## config.mk

```make
export PLATFORM = sky130hd
export DESIGN_NAME = dual_reload_pwm_timer
export DESIGN_NICKNAME = d
export VERILOG_FILES = /design/src/rtl/drt_pkg.sv /design/src/rtl/drt_tick_gen.sv /design/src/rtl/drt_phase_ctr.sv /design/src/rtl/drt_on_ctr.sv /design/src/rtl/dual_reload_pwm_timer.sv
export SDC_FILE = /design/constraint.sdc
export NUM_CORES = 1
export LEC_CHECK = 0
export ABC_AREA = 1
export BUFFER_PORTS_ARGS = -buffer_cell sky130_fd_sc_hd__buf_2
export CORE_MARGIN = 5
export CORE_UTILIZATION = 57
export DETAILED_ROUTE_END_ITERATION = 10
export PLACE_DENSITY = 0.94
export SYNTH_ARGS = -nofsm -noshare
export SYNTH_HDL_FRONTEND = slang
export SYNTH_SLANG_ARGS = --single-unit
export TNS_END_PERCENT = 30
```

## constraint.sdc

```tcl
create_clock -name clk -period 5.4 [get_ports clk]
set_clock_uncertainty 0.2 [all_clocks]
set_input_delay 0.81 -clock clk [delete_from_list [all_inputs] [get_ports clk]]
set_output_delay 0.81 -clock clk [all_outputs]
set_load 0.05 [all_outputs]
```

## src/rtl/drt_pkg.sv

```systemverilog
package drt_pkg;
  typedef enum logic [1:0] {
    PH_IDLE = 2'd0,
    PH_HIGH = 2'd1,
    PH_LOW  = 2'd2
  } phase_e;
endpackage

```

## src/rtl/drt_tick_gen.sv

```systemverilog
module drt_tick_gen #(
  parameter int PRE_DIV = 10
) (
  input  logic clk,
  input  logic rst_n,
  input  logic run,
  input  logic clk_sel,
  input  logic slow_tick,
  input  logic on_div_bypass,
  output logic phase_tick,
  output logic on_tick
);
  localparam int PRE_W = (PRE_DIV > 1) ? $clog2(PRE_DIV) : 1;
  localparam logic [PRE_W-1:0] PRE_LAST = PRE_W'(PRE_DIV - 1);

  logic [PRE_W-1:0] pre_q, pre_d;
  logic             base_tick;
  logic             pre_last;

  assign base_tick  = clk_sel | slow_tick;
  assign pre_last   = (pre_q == PRE_LAST);
  assign phase_tick = run & base_tick;
  assign on_tick    = run & base_tick & (on_div_bypass | pre_last);

  always_comb begin
    pre_d = pre_q;
    if (!run) begin
      pre_d = '0;
    end else if (base_tick) begin
      pre_d = pre_last ? '0 : pre_q + 1'b1;
    end
  end

  always_ff @(posedge clk or negedge rst_n) begin
    if (!rst_n) pre_q <= '0;
    else        pre_q <= pre_d;
  end
endmodule

```

## src/rtl/drt_phase_ctr.sv

```systemverilog
module drt_phase_ctr
  import drt_pkg::*;
#(
  parameter int CNT_W = 16
) (
  input  logic             clk,
  input  logic             rst_n,
  input  logic             run,
  input  logic             tick,
  input  logic [CNT_W-1:0] reload_m,
  input  logic [CNT_W-1:0] reload_n,
  output phase_e           phase,
  output logic [CNT_W-1:0] cnt
);
  phase_e           phase_q, phase_d;
  logic [CNT_W-1:0] cnt_q, cnt_d;
  logic             at_zero;

  assign at_zero = (cnt_q == '0);

  always_comb begin
    phase_d = phase_q;
    cnt_d   = cnt_q;
    if (!run) begin
      phase_d = PH_IDLE;
      cnt_d   = '0;
    end else if (tick) begin
      unique case (phase_q)
        PH_IDLE: begin
          phase_d = PH_HIGH;
          cnt_d   = reload_m;
        end
        PH_HIGH: begin
          if (at_zero) begin
            phase_d = PH_LOW;
            cnt_d   = reload_n;
          end else begin
            cnt_d = cnt_q - 1'b1;
          end
        end
        PH_LOW: begin
          if (at_zero) begin
            phase_d = PH_HIGH;
            cnt_d   = reload_m;
          end else begin
            cnt_d = cnt_q - 1'b1;
          end
        end
        default: begin
          phase_d = PH_IDLE;
          cnt_d   = '0;
        end
      endcase
    end
  end

  always_ff @(posedge clk or negedge rst_n) begin
    if (!rst_n) begin
      phase_q <= PH_IDLE;
      cnt_q   <= '0;
    end else begin
      phase_q <= phase_d;
      cnt_q   <= cnt_d;
    end
  end

  assign phase = phase_q;
  assign cnt   = cnt_q;
endmodule

```

## src/rtl/drt_on_ctr.sv

```systemverilog
module drt_on_ctr #(
  parameter int CNT_W = 16
) (
  input  logic             clk,
  input  logic             rst_n,
  input  logic             run,
  input  logic             tick,
  input  logic [CNT_W-1:0] reload_on,
  output logic [CNT_W-1:0] cnt,
  output logic             wrap
);
  logic [CNT_W-1:0] cnt_q, cnt_d;
  logic             wrap_q, wrap_d;

  always_comb begin
    cnt_d  = cnt_q;
    wrap_d = 1'b0;
    if (!run) begin
      cnt_d = '0;
    end else if (tick) begin
      if (cnt_q == '0) begin
        cnt_d  = reload_on;
        wrap_d = 1'b1;
      end else begin
        cnt_d = cnt_q - 1'b1;
      end
    end
  end

  always_ff @(posedge clk or negedge rst_n) begin
    if (!rst_n) begin
      cnt_q  <= '0;
      wrap_q <= 1'b0;
    end else begin
      cnt_q  <= cnt_d;
      wrap_q <= wrap_d;
    end
  end

  assign cnt  = cnt_q;
  assign wrap = wrap_q;
endmodule

```

## src/rtl/dual_reload_pwm_timer.sv

```systemverilog
module dual_reload_pwm_timer
  import drt_pkg::*;
#(
  parameter int CNT_W   = 16,
  parameter int PRE_DIV = 10
) (
  input  logic             clk,
  input  logic             rst_n,
  input  logic             slow_tick,
  input  logic             run,
  input  logic             clk_sel,
  input  logic             on_div_bypass,
  input  logic             pwm_mode,
  input  logic [CNT_W-1:0] reload_m,
  input  logic [CNT_W-1:0] reload_n,
  input  logic [CNT_W-1:0] reload_on,
  output logic             pwm_out,
  output logic [CNT_W-1:0] phase_cnt,
  output logic [CNT_W-1:0] on_cnt,
  output logic             on_wrap
);
  logic   phase_tick;
  logic   on_tick;
  phase_e phase;
  logic   tgl_q, tgl_d;
  logic   in_high;

  drt_tick_gen #(.PRE_DIV(PRE_DIV)) u_tick (
    .clk           (clk),
    .rst_n         (rst_n),
    .run           (run),
    .clk_sel       (clk_sel),
    .slow_tick     (slow_tick),
    .on_div_bypass (on_div_bypass),
    .phase_tick    (phase_tick),
    .on_tick       (on_tick)
  );

  drt_phase_ctr #(.CNT_W(CNT_W)) u_phase (
    .clk      (clk),
    .rst_n    (rst_n),
    .run      (run),
    .tick     (phase_tick),
    .reload_m (reload_m),
    .reload_n (reload_n),
    .phase    (phase),
    .cnt      (phase_cnt)
  );

  drt_on_ctr #(.CNT_W(CNT_W)) u_on (
    .clk       (clk),
    .rst_n     (rst_n),
    .run       (run),
    .tick      (on_tick),
    .reload_on (reload_on),
    .cnt       (on_cnt),
    .wrap      (on_wrap)
  );

  assign in_high = (phase == PH_HIGH);

  // half-rate toggle, restarted at 0 on entry to each high phase
  always_comb begin
    tgl_d = in_high ? ~tgl_q : 1'b0;
  end

  always_ff @(posedge clk or negedge rst_n) begin
    if (!rst_n) tgl_q <= 1'b0;
    else        tgl_q <= tgl_d;
  end

  assign pwm_out = in_high & (pwm_mode ? tgl_q : 1'b1);
endmodule

```

Word level (Yosys, flattened, before mapping)
Index checks and enable logic that the tools add are counted.

Bitwise gates (word level): 6. Reduce and logical (&&, ||, !) cells: 4. Equality and inequality tests: 8. Div/mod/pow operators: 0. $mul: 0. Shifts and indexed selects: 0. Magnitude comparators: 0. $add $sub $neg: 3. Muxes and demuxes: 21.

Operators with widths (count): 2-to-1 mux 16 bit (7); case mux 16 bit (3 select lines) (1); logical NOT 16 bit (2); subtractor 16 x 1 -> 16 bit (second input constant) (2); 2-to-1 mux 4 bit (3); 2-to-1 mux 2 bit (4); inequality test 2 x 1 -> 1 bit (second input constant) (3); inequality test 3 x 2 -> 1 bit (second input constant) (2); case mux 2 bit (3 select lines) (1); 2-to-1 mux 1 bit (5); adder 4 x 1 -> 4 bit (second input constant) (1); == test 4 bit (second input constant) (1); AND 1 bit (3); AND reduction 3 bit (1); == test 2 x 1 -> 1 bit (second input constant) (1); == test 2 bit (second input constant) (1); logical NOT 2 bit (1); bitwise OR 1 bit (2); NOT 1 bit (1).

Memories: 0. Memory bits (read-only): 0. Input bits: 55. Memory bits (writable): 0. Register bits: 40. Output and inout bits: 34. Latch bits: 0. Word-level logic and storage cells: 48.

Depth between registers and ports, before layout
Depth in word-level cells: 5. Gate-level depth with buffers: 13.

Cells and area by module
From an unflattened synthesis, not the netlist that was laid out.

Cell total of the unflattened synthesis: 551. Area total of the unflattened synthesis: 3360.7 µm².

By module, submodules not included: drt_phase_ctr (cells each 275, area an instance 1616.6 µm², times used 1, seq. area each 450.4 µm²); drt_on_ctr (cells each 234, area an instance 1432.6 µm², times used 1, seq. area each 425.4 µm²); drt_tick_gen (cells each 35, area an instance 261.5 µm², times used 1, seq. area each 100.1 µm²); dual_reload_pwm_timer (cells each 7, area an instance 50.0 µm², times used 1, seq. area each 25.0 µm²).

Least setup slack after synthesis
Ideal clock, no wire load.

Kind: in2out. From: input pwm_mode. To: output pwm_out. Stages on the path: 1. Path buffers: 0. Data required time: 4390 ps. Path slack: 2801 ps. Arrival: 1589 ps. Cells stage by stage: a21oi_1.

Cells in the longest elaborated chain, start to end: 2.

RTL lines: from (decl) (RTL line dual_reload_pwm_timer.sv:13) `input logic pwm_mode,`; 2-to-1 mux 1 bit (RTL line dual_reload_pwm_timer.sv:72) `assign pwm_out = in_high & (pwm_mode ? tgl_q : 1'b1);`; AND 1 bit (RTL line dual_reload_pwm_timer.sv:72); to (decl) (RTL line dual_reload_pwm_timer.sv:17) `output logic pwm_out,`.

Every way passes these cells.

Final worst setup path
From: register u_phase.phase_q[0], in the netlist u_phase.phase[0]. To: output pwm_out.

Cells in the longest elaborated chain, start to end: 2.

RTL lines: from (decl) (RTL line drt_phase_ctr.sv:15) `phase_e phase_q, phase_d;`; from (signal assigned) (RTL line drt_phase_ctr.sv:62) `phase_q <= phase_d;`; == test 2 x 1 -> 1 bit (RTL line dual_reload_pwm_timer.sv:60) `assign in_high = (phase == PH_HIGH);`; AND 1 bit (RTL line dual_reload_pwm_timer.sv:72).

Every way passes these cells.

==> results.txt <==
The buffer depth of the longest clock path is 2. The first TritonRoute pass finished after 5 iterations. The later pin in the worst-skew pair is clocked with a latency of 310 ps. The type of the worst min-delay path is reg2reg.

Setup repair after global routing left no endpoint under its margin. The via count of the first global-routing pass was 3354. In this run the worst path has a maximum fanout of 12. The number of nets in the layout came out at 623. The CTS buffer count was 5. The detail route stage leaves a number of antenna-violating nets equal to 0. The worst slew margin relative to its limit was 0.378. Global-route congestion overflow total: 0. The type of the worst setup path was reg2out. The number of violations reported at the end of detailed-routing iteration 0 was 206; the number of inserted filler cells in the final layout was 444. Max-cap violations in this run came to 0. The cell area after layout is 3680 um^2.

The final HPWL from detailed placement was 6890 um; the number of buffers inserted by post-CTS setup repair was 0. Counting both buffers and inverters, the worst setup path holds a total of 3. STA classifies the critical path startpoint as a register. The total count of hold-check failures in the final report came out at 0. The worst setup path is captured at a primary output. STA puts the critical path data arrival time at 1800 ps. The logs give 14900 um for the wire length of the first global-routing pass and 2590 ps for the final worst slack. The largest individual stage delay along the critical path comes from the cell dfrtp_1. The tools report the setup TNS as 0 ps. The relative area change from synthesis to final layout was 18.3%; the standard-cell row count was 26.

The final number of max-transition violations was 0. After technology mapping, the gate count stands at 475. In this design, the largest share of critical-path delay is due to buffers and inverters.

The cell with the most instances on the worst path was inv_1. From bottom edge to top edge, the die measures 83.8 um. Entering global routing, the biggest net connects 41 pins. The final layout contains routed wiring with a total length of 9020 um.

Dividing the detail-routed via count by the number of cells gives 5.55. Number of warnings reported in the yosys synthesis log: 0. The core region is 5200 um^2.

The via total after detailed routing came out at 3515. Data on the critical path is required at its endpoint by 4390 ps. At the pin with the least slew margin, the transition time is 933 ps. The tools report the end-of-flow core utilization as 0.706.

The run gives 0.255 as the total global routing track utilization. Clock tree root driver cell: clkbuf_8. For the post-route DRC violation count, the log shows 0.

The logs give 40 for the total number of clock tree sinks and 0 for the post-cts gate resize count. The count of different cell masters after synthesis was 34. In this design, the stage delay of the slowest critical-path cell is 450 ps. The startpoint identified for the worst register-to-register timing path is u_on.cnt[0].

The minimum clock period was 2810 ps; the number of synthesized register bits was 40. The run gives 0.597 as the initial core utilization. The mean cell area of the mapped netlist was 6.54 um^2; the average wire length per cell after detail routing was 14.2 um. TritonCTS built the clock tree. Prior to clock tree synthesis, the placed netlist has a worst setup slack of 2880 ps. Based on the critical path, the design can be clocked at up to 356 MHz. The number of I/O port buffers is 88.

The flow ran to the end, and the final reports show no timing, DRC or antenna violations. The synthesized netlist occupies a cell area of 3110 um^2. Sequential area share after synthesis: 0.322.

0 antenna diodes ended up in the layout. The die covers 7030 um^2. The routability congestion estimate was 0.915. The signal on the critical path passes through inv_1 > nor2_4 > inv_1 > a21oi_1 > buf_2. Tracing the worst setup path back leads to its startpoint at u_phase.phase[0].

The tools report the initial antenna violation count as 0. The placed standard-cell area was 3580 um^2. The clock input transition at the sequential cells of the worst setup and hold paths came out at 90 ps.

The die is 83.8 um wide. Setup violations remaining at the end of the flow were counted as 0. The number of ports placed on the die boundary was 89; the post-synthesis net count was 536. The run gives 0 as the hold-fix buffer count after cts. The launch point of the worst hold path is tgl_q. The fraction of final layout cells sized beyond drive strength 1 works out to 0.222.

The final cycle utilization of the critical path is 0.520, and the deepest level of the CTS H-tree is 2.
final timing paths:
path	endpoint	slack, ps	depth (start not counted)
max in group asynchronous	u_phase.cnt[12]	3970	1
setup reg to reg	u_on.cnt[7]	3190	8
min in group asynchronous	u_phase.cnt[6]	430	1
setup / recovery	pwm_out	2590	5
hold / removal	tgl_q	230	1
hold reg to reg	tgl_q	230	1
through the flow:
| stage | instances | hold WS, ps |
|---|---|---|
| after floorplan | 475 | 202 |
| after global placement | 625 | 211 |
| after detailed placement | 625 | 217 |
| after CTS | 633 | 229 |
| after global routing | 633 | 251 |
| final | 633 | 228 |
Yosys cell counts (all sizes together):
library cell  instances  share of area
nand2               184           0.23
nand3                65           0.11
nor2                 58          0.097
inv                  50          0.060
dfrtp                40           0.32
o21ai                11          0.018
xor2                  9          0.025
o211ai                8          0.019
ha                    6          0.024
nand3b                6          0.014
a21oi                 5         0.0093
buf                   5          0.013
nor3                  5         0.0097
xnor2                 5          0.014
nand4                 4         0.0081
and2                  3         0.0060
clkbuf                3         0.0036
o221ai                2         0.0056
o22ai                 2         0.0040
or2                   2         0.0040
a31o                  1         0.0028
o21bai                1         0.0024
cell usage in the layout (no fill, tap or decap), drive strengths merged:
| master | instances |
|---|---|
| a21oi | 5 |
| a31o | 1 |
| and2 | 3 |
| buf | 88 |
| clkbuf | 5 |
| clkinv | 1 |
| clkinvlp | 2 |
| dfrtp | 40 |
| ha | 6 |
| inv | 50 |
| nand2 | 184 |
| nand3 | 65 |
| nand3b | 6 |
| nand4 | 4 |
| nor2 | 58 |
| nor3 | 5 |
| o211ai | 8 |
| o21ai | 11 |
| o21bai | 1 |
| o221ai | 2 |
| o22ai | 2 |
| or2 | 2 |
| xnor2 | 5 |
| xor2 | 9 |
cells by family (layout without fill, tap and decap cells):
logic type | count (synthesis) | count (layout) | synth area share
simple gates | 327 | 327 | 0.476
fa+ha+maj | 6 | 6 | 0.0242
compound gates | 30 | 30 | 0.0612
flops | 40 | 40 | 0.322
xor+xnor | 14 | 14 | 0.0395
buf+inv | 58 | 146 | 0.0769
metal layers:
metal,track usage,vias up,wire length (um)
li1,-,1689,-
met1,0.302,1623,3600
met2,0.446,173,4350
met3,0.0573,30,781
met4,0.102,0,284
met5,0,-,0
layout make-up:
cell class	count	area (um^2)	share of cell area
Multi-Input combinational cell	377	1870	0.508
Clock buffer	5	68.8	0.0187
Inverter	50	188	0.0510
Sequential cell	40	1000	0.272
Tap cell	70	87.6	0.0238
Clock inverter	3	23.8	0.00646
Timing Repair Buffer	88	440	0.120
registers in the layout, summed over array words and instances (netlist names):
register       cells
u_on.cnt          16
u_phase.cnt       16
u_tick.pre_q       4
u_phase.phase      2
tgl_q              1
u_on.wrap          1
Power is not shown: default switching activity piles up to over one toggle a cycle in this logic, so the estimate is an artifact.
